--- src/rtl/cfg_loader_pkg.sv ---
package cfg_loader_pkg;

  localparam logic [1:0] ERR_NONE      = 2'd0;
  localparam logic [1:0] ERR_INIT_LOW  = 2'd1;
  localparam logic [1:0] ERR_INIT_HIGH = 2'd2;
  localparam logic [1:0] ERR_DONE      = 2'd3;

  typedef enum logic [2:0] {
    S_IDLE,
    S_PROG,
    S_INIT_HI,
    S_SHIFT,
    S_DONE
  } loaderState_t;

  typedef struct packed {
    logic timerClr;
    logic timerRun;
    logic shiftEn;
  } ctrlStrobes_t;

endpackage

--- src/rtl/cfg_loader_timer.sv ---
module cfg_loader_timer #(
  parameter int TICK_CYCLES   = 16,
  parameter int TIMEOUT_TICKS = 4
) (
  input  logic clk,
  input  logic rstN,
  input  logic clr,
  input  logic run,
  output logic timedOut
);
  localparam int PW = $clog2(TICK_CYCLES + 1);
  localparam int TW = $clog2(TIMEOUT_TICKS + 1);
  localparam logic [PW-1:0] PRE_LAST = PW'(TICK_CYCLES - 1);
  localparam logic [TW-1:0] TICK_LIM = TW'(TIMEOUT_TICKS);

  logic [PW-1:0] preCnt;
  logic [TW-1:0] tickCnt;

  always_ff @(posedge clk or negedge rstN) begin
    if (!rstN) begin
      preCnt  <= '0;
      tickCnt <= '0;
    end else if (clr) begin
      preCnt  <= '0;
      tickCnt <= '0;
    end else if (run && tickCnt != TICK_LIM) begin
      if (preCnt == PRE_LAST) begin
        preCnt  <= '0;
        tickCnt <= tickCnt + 1'b1;
      end else begin
        preCnt <= preCnt + 1'b1;
      end
    end
  end

  assign timedOut = (tickCnt == TICK_LIM);
endmodule

--- src/rtl/cfg_loader_shift.sv ---
module cfg_loader_shift
  import cfg_loader_pkg::*;
#(
  parameter int HALF_CYCLES = 2
) (
  input  logic         clk,
  input  logic         rstN,
  input  ctrlStrobes_t strobes,
  input  logic         byteValid,
  input  logic [7:0]   byteData,
  input  logic         byteLast,
  output logic         byteReady,
  output logic         shiftFinish,
  output logic         cclkOut,
  output logic         dataOut
);
  localparam int HW = $clog2(HALF_CYCLES + 1);
  localparam logic [HW-1:0] HALF_LAST = HW'(HALF_CYCLES - 1);

  logic [7:0]    shiftReg;
  logic [3:0]    bitsLeft;
  logic [HW-1:0] halfCnt;
  logic          phaseHigh;
  logic          lastReg;
  logic          cclkReg;
  logic          dataReg;
  logic          halfEnd;
  logic          bitEnd;

  assign byteReady   = strobes.shiftEn && (bitsLeft == 4'd0);
  assign halfEnd     = (bitsLeft != 4'd0) && (halfCnt == HALF_LAST);
  assign bitEnd      = halfEnd && phaseHigh;
  assign shiftFinish = bitEnd && (bitsLeft == 4'd1) && lastReg;

  always_ff @(posedge clk or negedge rstN) begin
    if (!rstN) begin
      shiftReg  <= '0;
      bitsLeft  <= '0;
      halfCnt   <= '0;
      phaseHigh <= 1'b0;
      lastReg   <= 1'b0;
      cclkReg   <= 1'b1;
      dataReg   <= 1'b1;
    end else if (byteReady && byteValid) begin
      shiftReg  <= byteData;
      bitsLeft  <= 4'd8;
      halfCnt   <= '0;
      phaseHigh <= 1'b0;
      lastReg   <= byteLast;
      cclkReg   <= 1'b0;
      dataReg   <= byteData[7];
    end else if (bitsLeft != 4'd0) begin
      if (!halfEnd) begin
        halfCnt <= halfCnt + 1'b1;
      end else if (!phaseHigh) begin
        halfCnt   <= '0;
        phaseHigh <= 1'b1;
        cclkReg   <= 1'b1;
      end else begin
        halfCnt   <= '0;
        phaseHigh <= 1'b0;
        bitsLeft  <= bitsLeft - 1'b1;
        shiftReg  <= {shiftReg[6:0], 1'b0};
        if (bitsLeft != 4'd1) begin
          cclkReg <= 1'b0;
          dataReg <= shiftReg[6];
        end else begin
          dataReg <= 1'b1;
        end
      end
    end
  end

  assign cclkOut = cclkReg;
  assign dataOut = dataReg;
endmodule

--- src/rtl/cfg_loader_ctrl.sv ---
module cfg_loader_ctrl
  import cfg_loader_pkg::*;
(
  input  logic         clk,
  input  logic         rstN,
  input  logic         startPulse,
  input  logic         initIn,
  input  logic         doneIn,
  input  logic         timedOut,
  input  logic         shiftFinish,
  output ctrlStrobes_t strobes,
  output logic         progN,
  output logic         busy,
  output logic         success,
  output logic [1:0]   errCode
);
  loaderState_t state;

  always_ff @(posedge clk or negedge rstN) begin
    if (!rstN) begin
      state   <= S_IDLE;
      progN   <= 1'b1;
      success <= 1'b0;
      errCode <= ERR_NONE;
    end else begin
      case (state)
        S_IDLE: if (startPulse) begin
          state   <= S_PROG;
          progN   <= 1'b0;
          success <= 1'b0;
          errCode <= ERR_NONE;
        end
        S_PROG: if (!initIn) begin
          state <= S_INIT_HI;
          progN <= 1'b1;
        end else if (timedOut) begin
          state   <= S_IDLE;
          progN   <= 1'b1;
          errCode <= ERR_INIT_LOW;
        end
        S_INIT_HI: if (initIn) begin
          state <= S_SHIFT;
        end else if (timedOut) begin
          state   <= S_IDLE;
          errCode <= ERR_INIT_HIGH;
        end
        S_SHIFT: if (shiftFinish) state <= S_DONE;
        S_DONE: if (doneIn) begin
          state   <= S_IDLE;
          success <= 1'b1;
        end else if (timedOut) begin
          state   <= S_IDLE;
          errCode <= ERR_DONE;
        end
        default: state <= S_IDLE;
      endcase
    end
  end

  always_comb begin
    strobes.timerRun = (state == S_PROG) || (state == S_INIT_HI) || (state == S_DONE);
    strobes.timerClr = !strobes.timerRun || ((state == S_PROG) && !initIn);
    strobes.shiftEn  = (state == S_SHIFT);
  end

  assign busy = (state != S_IDLE);
endmodule

--- src/rtl/serial_cfg_loader.sv ---
module serial_cfg_loader
  import cfg_loader_pkg::*;
#(
  parameter int HALF_CYCLES   = 2,
  parameter int TICK_CYCLES   = 16,
  parameter int TIMEOUT_TICKS = 4
) (
  input  logic       clk,
  input  logic       rstN,
  input  logic       startPulse,
  input  logic       byteValid,
  input  logic [7:0] byteData,
  input  logic       byteLast,
  output logic       byteReady,
  input  logic       initIn,
  input  logic       doneIn,
  output logic       progN,
  output logic       cclkOut,
  output logic       dataOut,
  output logic       busy,
  output logic       success,
  output logic [1:0] errCode
);
  ctrlStrobes_t strobes;
  logic         timedOut;
  logic         shiftFinish;

  cfg_loader_ctrl u_ctrl (
    .clk(clk), .rstN(rstN), .startPulse(startPulse), .initIn(initIn),
    .doneIn(doneIn), .timedOut(timedOut), .shiftFinish(shiftFinish),
    .strobes(strobes), .progN(progN), .busy(busy), .success(success),
    .errCode(errCode)
  );

  cfg_loader_timer #(.TICK_CYCLES(TICK_CYCLES), .TIMEOUT_TICKS(TIMEOUT_TICKS)) u_timer (
    .clk(clk), .rstN(rstN), .clr(strobes.timerClr), .run(strobes.timerRun),
    .timedOut(timedOut)
  );

  cfg_loader_shift #(.HALF_CYCLES(HALF_CYCLES)) u_shift (
    .clk(clk), .rstN(rstN), .strobes(strobes), .byteValid(byteValid),
    .byteData(byteData), .byteLast(byteLast), .byteReady(byteReady),
    .shiftFinish(shiftFinish), .cclkOut(cclkOut), .dataOut(dataOut)
  );
endmodule

--- config.mk ---
export PLATFORM = sky130hd
export DESIGN_NAME = serial_cfg_loader
export DESIGN_NICKNAME = d
export VERILOG_FILES = /design/src/rtl/cfg_loader_pkg.sv /design/src/rtl/cfg_loader_timer.sv /design/src/rtl/cfg_loader_shift.sv /design/src/rtl/cfg_loader_ctrl.sv /design/src/rtl/serial_cfg_loader.sv
export SDC_FILE = /design/constraint.sdc
export NUM_CORES = 1
export LEC_CHECK = 0
export BUFFER_PORTS_ARGS = -buffer_cell sky130_fd_sc_hd__buf_2
export CORE_ASPECT_RATIO = 1.4
export CORE_MARGIN = 10
export CORE_UTILIZATION = 50
export DETAILED_ROUTE_END_ITERATION = 7
export PLACE_DENSITY = 0.71
export SLEW_MARGIN = 20
export SYNTH_ARGS = -nofsm -noshare
export SYNTH_HDL_FRONTEND = slang
export SYNTH_SLANG_ARGS = --single-unit
--- constraint.sdc ---
create_clock -name clk -period 5.5 [get_ports clk]
set_clock_uncertainty 0.15 [all_clocks]
set_input_delay 0.275 -clock clk [delete_from_list [all_inputs] [get_ports clk]]
set_output_delay 0.275 -clock clk [all_outputs]
set_load 0.05 [all_outputs]
======== Word level (Yosys, flattened, before mapping) ========
Cells that the tools add are included.
word-level totals
  register bits after elaboration ......... 32
  input bits .............................. 15
  output and inout port bits .............. 8
  logic and storage cells ................. 123
cells by class
  $add $sub $neg .......................... 4
  equal/unequal tests ..................... 21
  muxes and demuxes ....................... 52
  reductions and logical operators ........ 33
operator list
  operator                                                               count
  7-bit two-way mux                                                      4
  3-bit two-way mux                                                      9
  2-bit two-way mux                                                      10
  1-bit two-way mux                                                      18
  2-bit != test, second input constant                                   9
  4-bit two-way mux                                                      4
  5-bit two-way mux                                                      3
  3-bit one-hot mux with 5 select lines                                  1
  2-bit nonzero test                                                     7
  3-bit AND reduction                                                    4
  3-bit != test, second input constant                                   3
  1-bit logical AND                                                      8
  2-bit one-hot mux with 4 select lines                                  1
  8-bit AND reduction                                                    1
  4-bit nonzero test                                                     2
  3-bit by 2-bit equality test with 1-bit output, second input constant  2
  3-bit equality test, second input constant                             2
  2-bit AND reduction                                                    3
  5-bit by 1-bit adder with 5-bit output, second input constant          1
  5-bit by 4-bit equality test with 1-bit output, second input constant  1
  4-bit by 1-bit equality test with 1-bit output, second input constant  1
  4-bit zero test                                                        1
  4-bit by 1-bit != test with 1-bit output, second input constant        1
  1-bit one-hot mux with 2 select lines                                  2
  9 further kinds                                                        12

======== Depth between registers and ports, before layout ========
  word-level depth ........................ 7
  mapped depth ............................ 8
  mapped depth without buffers ............ 6

======== Modules after synthesis ========
A second synthesis with hierarchy kept.
unflattened totals
  cell total of the unflattened synthesis .. 193
  area, all modules ....................... 1833.0 µm²
by module, submodules not included
  module            instances  cells each  area an instance (µm²)  sequential area each (µm²)
  cfg_loader_shift  1          94          900.9                   427.9
  cfg_loader_timer  1          48          467.9                   200.2
  cfg_loader_ctrl   1          51          464.2                   176.4

======== Least setup slack after synthesis ========
Ideal clock, no wire load.
  path kind ............................... flip-flop to output port
  start ................................... register u_shift.bitsLeft[0]
  end ..................................... output port byteReady
  arrival time ............................ 1.787 ns
  required time ........................... 5.075 ns
  setup slack ............................. 3.288 ns
  cell stages (with the launch flop) ...... 6
  buffers on the path ..................... 1
  cells stage by stage .................... dfrtp_1 inv_1 ha_1 or3b_1 buf_6 nor2_1
between the ends
  word-level cells in the longest chain between the ends .. 2
ends and longest elaborated chain
  element                   line                     RTL
  start: declaration        cfg_loader_shift.sv:21   logic [3:0] bitsLeft;
  start signal: assignment  cfg_loader_shift.sv:62   bitsLeft <= bitsLeft - 1'b1;
  4-bit zero test           cfg_loader_shift.sv:30   assign byteReady = strobes.shiftEn && (bitsLeft == 4'd0);
  1-bit logical AND         cfg_loader_shift.sv:30
  end: declaration          serial_cfg_loader.sv:14  output logic byteReady,
No other way between the ends.

======== Final worst setup path ========
Same ends and word-level chain as after synthesis.

==> metrics.md <==
| Metric | Value |
|---|---|
| Register area share after synthesis | `47.0%` |
| Hold Crit Start | `byteData[0]` |
| Die Span X | `69.5 um` |
| Worst R2R Setup Slack | `3.42 ns` |
| VDD IR max | `313 uV` |
| Root buf cell | `clkbuf_8` |
| Synth Flop Type | `dfrtp_1` |
| I/O pins | `23` |
| Worst-case reg-to-reg path depth | `6` |
| Total clock sinks | `32` |
| Initial antenna violation count | `0` |
| ANT nets after route | `0` |
| Final Cell Area | `1920 sq um` |
| Avg Synthesized Cell Area | `9.20 sq um` |
| Vias | `1429` |
| Slowest Stage Delay on Critical Path | `0.46 ns` |
| Starting Density | `51.1%` |
| First drt pass iteration count | `4` |
| Slew Viols, Final | `0` |
| Antenna diode count | `0` |
| Number of buffer and inverter stages on the critical path | `2` |
| Synth warn | `0` |
| Yosys reg bits | `32` |
| Overall Power | `1.02 mW` |
| Die Span Y | `89.2 um` |
| Setup Buffers After CTS | `0` |
| Mapped cell area | `1710 sq um` |
| Period utilisation layout | `42.3%` |
| Crit-path cells | `inv_1 > ha_1 > or3b_1 > nor2_1 > buf_2` |
| CP Max Fanout | `6` |
| Pin count of the biggest net entering global routing | `33` |
| Layout cells sized above 1 | `17.6%` |
| Setup CP Type | `reg -> out` |
| DRT Wirelength | `3810 um` |
| Post-DP Area | `1830 sq um` |
| FP Rows | `25` |
| Post-synth EDFFs | `0` |
| Die area | `6200 sq um` |
| DP HPWL | `2800 um` |
| Power per Cell Area | `529 nW/um^2` |
| RR Endpoint | `u_shift.dataOut` |
| Netlist cell types | `45` |
| Clock Path Buffers | `2` |
| Placer Congestion | `0.797` |
| Slew margin rel. | `51.5%` |
| Post-cts resize count | `0` |
| CP startpoint kind | `register` |
| Global Route Usage Sum | `13.2%` |
| Post-Syn Nets | `206` |
| Remaining Overflow, GRT | `0` |
| Top delay family on crit path | `simple AND/OR/NAND/NOR gates` |
| Critical Path End Type | `output port` |
| Drt wl/cell | `15.3 um` |
| Via density | `5.72` |
| # DRC | `0` |
| Worst-skew pair later-pin latency | `0.30 ns` |
| Setup total negative slack | `0 ns` |
| Max-cap viol count | `0` |
| H-tree levels | `2` |
| CTS Buf Count | `5` |
| PortBufs | `22` |
| CTS tree | `built` |
| Period minus WS final | `2.33 ns` |
| Finished Core Util | `57.3%` |
| CP arrival | `1.90 ns` |
| Area grow syn2layout | `12.1%` |
| Clock transition at the registers of the reported paths | `0.06 ns` |
| Starting DRC count in detailed routing | `44` |
| Fraction of registers with async set/reset | `100%` |
| Achievable Freq | `430 MHz` |
| Final setup vio count | `0` |
| Outcome | `finished clean` |
| Critical-path top delay cell | `or3b_1` |
| Worst-Margin Slew | `0.728 ns` |
| Final nets | `229` |
| Unrepaired setup endpoints after global routing | `false` |
| Core ar. | `3350 sq um` |
| Final hold viol count | `0` |
| Hold EP | `u_shift.shiftReg[0]` |
| R2r startpoint | `u_shift.bitsLeft[0]` |
| Worst Hold Class | `in -> reg` |
| Hold path depth | `3` |
| Leak | `0.859 nW` |
| Vias in the first global route | `1544` |
| Cell count after synthesis | `186` |
| WP data required | `5.08 ns` |
| First-pass GRT wire length | `6640 um` |
## worst min-delay path: stages
cell and delay [ns]:
buf_2 0.07, nand2_1 0.04, nand2_1 0.05
## layout by cell type, fill, tap and decap left out, drive strengths merged, types with 3 or more instances in the layout
master / count
nand2: 33
dfrtp: 29
nor2: 24
buf: 22
a21oi: 15
clkbuf: 7
a31oi: 6
inv: 5
nand3: 5
ha: 5
nand3b: 4
o21ai: 4
xnor2: 4
nor3: 3
o31ai: 3
dfstp: 3
nand4b: 3
## layout make-up
class	count	area, sq um
repair buffers	23	120
well taps	40	50.0
inverters	5	18.8
multi-input cells	142	845
clock inverters	1	5.00
clock buffers	7	76.3
flip-flops and latches	32	805
fillers	315	1430
## per-stage QoR
step / setup slack (ns) / hold slack [ns] / cells
final: 3.17 / 0.0281 / 250
after global routing: 3.01 / 0.0428 / 250
after CTS: 3.17 / 0.0262 / 250
after detailed placement: 3.45 / 0.216 / 241
after global placement: 3.54 / 0.213 / 241
after floorplan: 3.29 / -0.171 / 186
## repair_timing
| action | in CTS | in global routing |
|---|---|---|
| hold buffers | 1 | 0 |
| hold endpoints to repair | 29 | 0 |
| endpoints found under the setup margin | 0 | 0 |
## cells in the mapped netlist (all sizes together), types with 3 or more instances
master / instances / area, sq um
nand2: 33 / 124
dfrtp: 29 / 726
nor2: 24 / 90.1
a21oi: 15 / 75.1
a31oi: 6 / 37.5
ha: 5 / 62.6
inv: 5 / 18.8
nand3: 5 / 25.0
buf: 4 / 32.5
nand3b: 4 / 30.0
o21ai: 4 / 20.0
xnor2: 4 / 35.0
clkbuf: 3 / 11.3
dfstp: 3 / 78.8
nand4b: 3 / 32.5
nor3: 3 / 15.0
o31ai: 3 / 22.5
## cell families after synthesis
| logic type | synth area share [%] |
|---|---|
| xor+xnor | 3.07 |
| simple gates | 27.3 |
| compound gates | 14.2 |
| mux | 1.17 |
| fa+ha+maj | 3.65 |
| buf+inv | 3.65 |
| flops | 47.0 |
## registers in the layout, indices dropped and copies added, names as in the netlist
name               cells
u_shift.lastReg        1
u_ctrl.progN           1
u_shift.bitsLeft       4
u_shift.halfCnt        2
u_timer.tickCnt        3
u_ctrl.errCode         2
u_ctrl.state           3
u_ctrl.success         1
u_timer.preCnt         5
u_shift.cclkOut        1
u_shift.phaseHigh      1
u_shift.dataOut        1
u_shift.shiftReg       7
## layer usage
| layer | track usage (%) | wire, um |
|---|---|---|
| met1 | 12.3 | 1460 |
| met2 | 24.1 | 2060 |
| met3 | 3.78 | 168 |
| met4 | 9.91 | 125 |
| met5 | 0 | 0 |
## how the worst max path moves through the flow
stage                        start                   to  cells after the start
2_1_floorplan  u_shift.bitsLeft[0]            byteReady                      5
3_3_place_gp   u_shift.bitsLeft[0]      u_shift.dataOut                      6
3_5_place_dp   u_shift.bitsLeft[0]  u_shift.bitsLeft[3]                      6
4_1_cts        u_shift.bitsLeft[0]            byteReady                      5
5_1_grt        u_shift.bitsLeft[0]            byteReady                      5
6_report       u_shift.bitsLeft[0]            byteReady                      5
## power breakdown
| part | internal, mW | leakage, nW | total, mW | switching [mW] |
|---|---|---|---|---|
| clock | 0.0886 | 0.0422 | 0.175 | 0.0866 |
| combinational | 0.167 | 0.418 | 0.429 | 0.263 |
| sequential | 0.325 | 0.399 | 0.411 | 0.0863 |
| total | 0.580 | 0.859 | 1.02 | 0.435 |
Power figures use the tool's default switching activity.
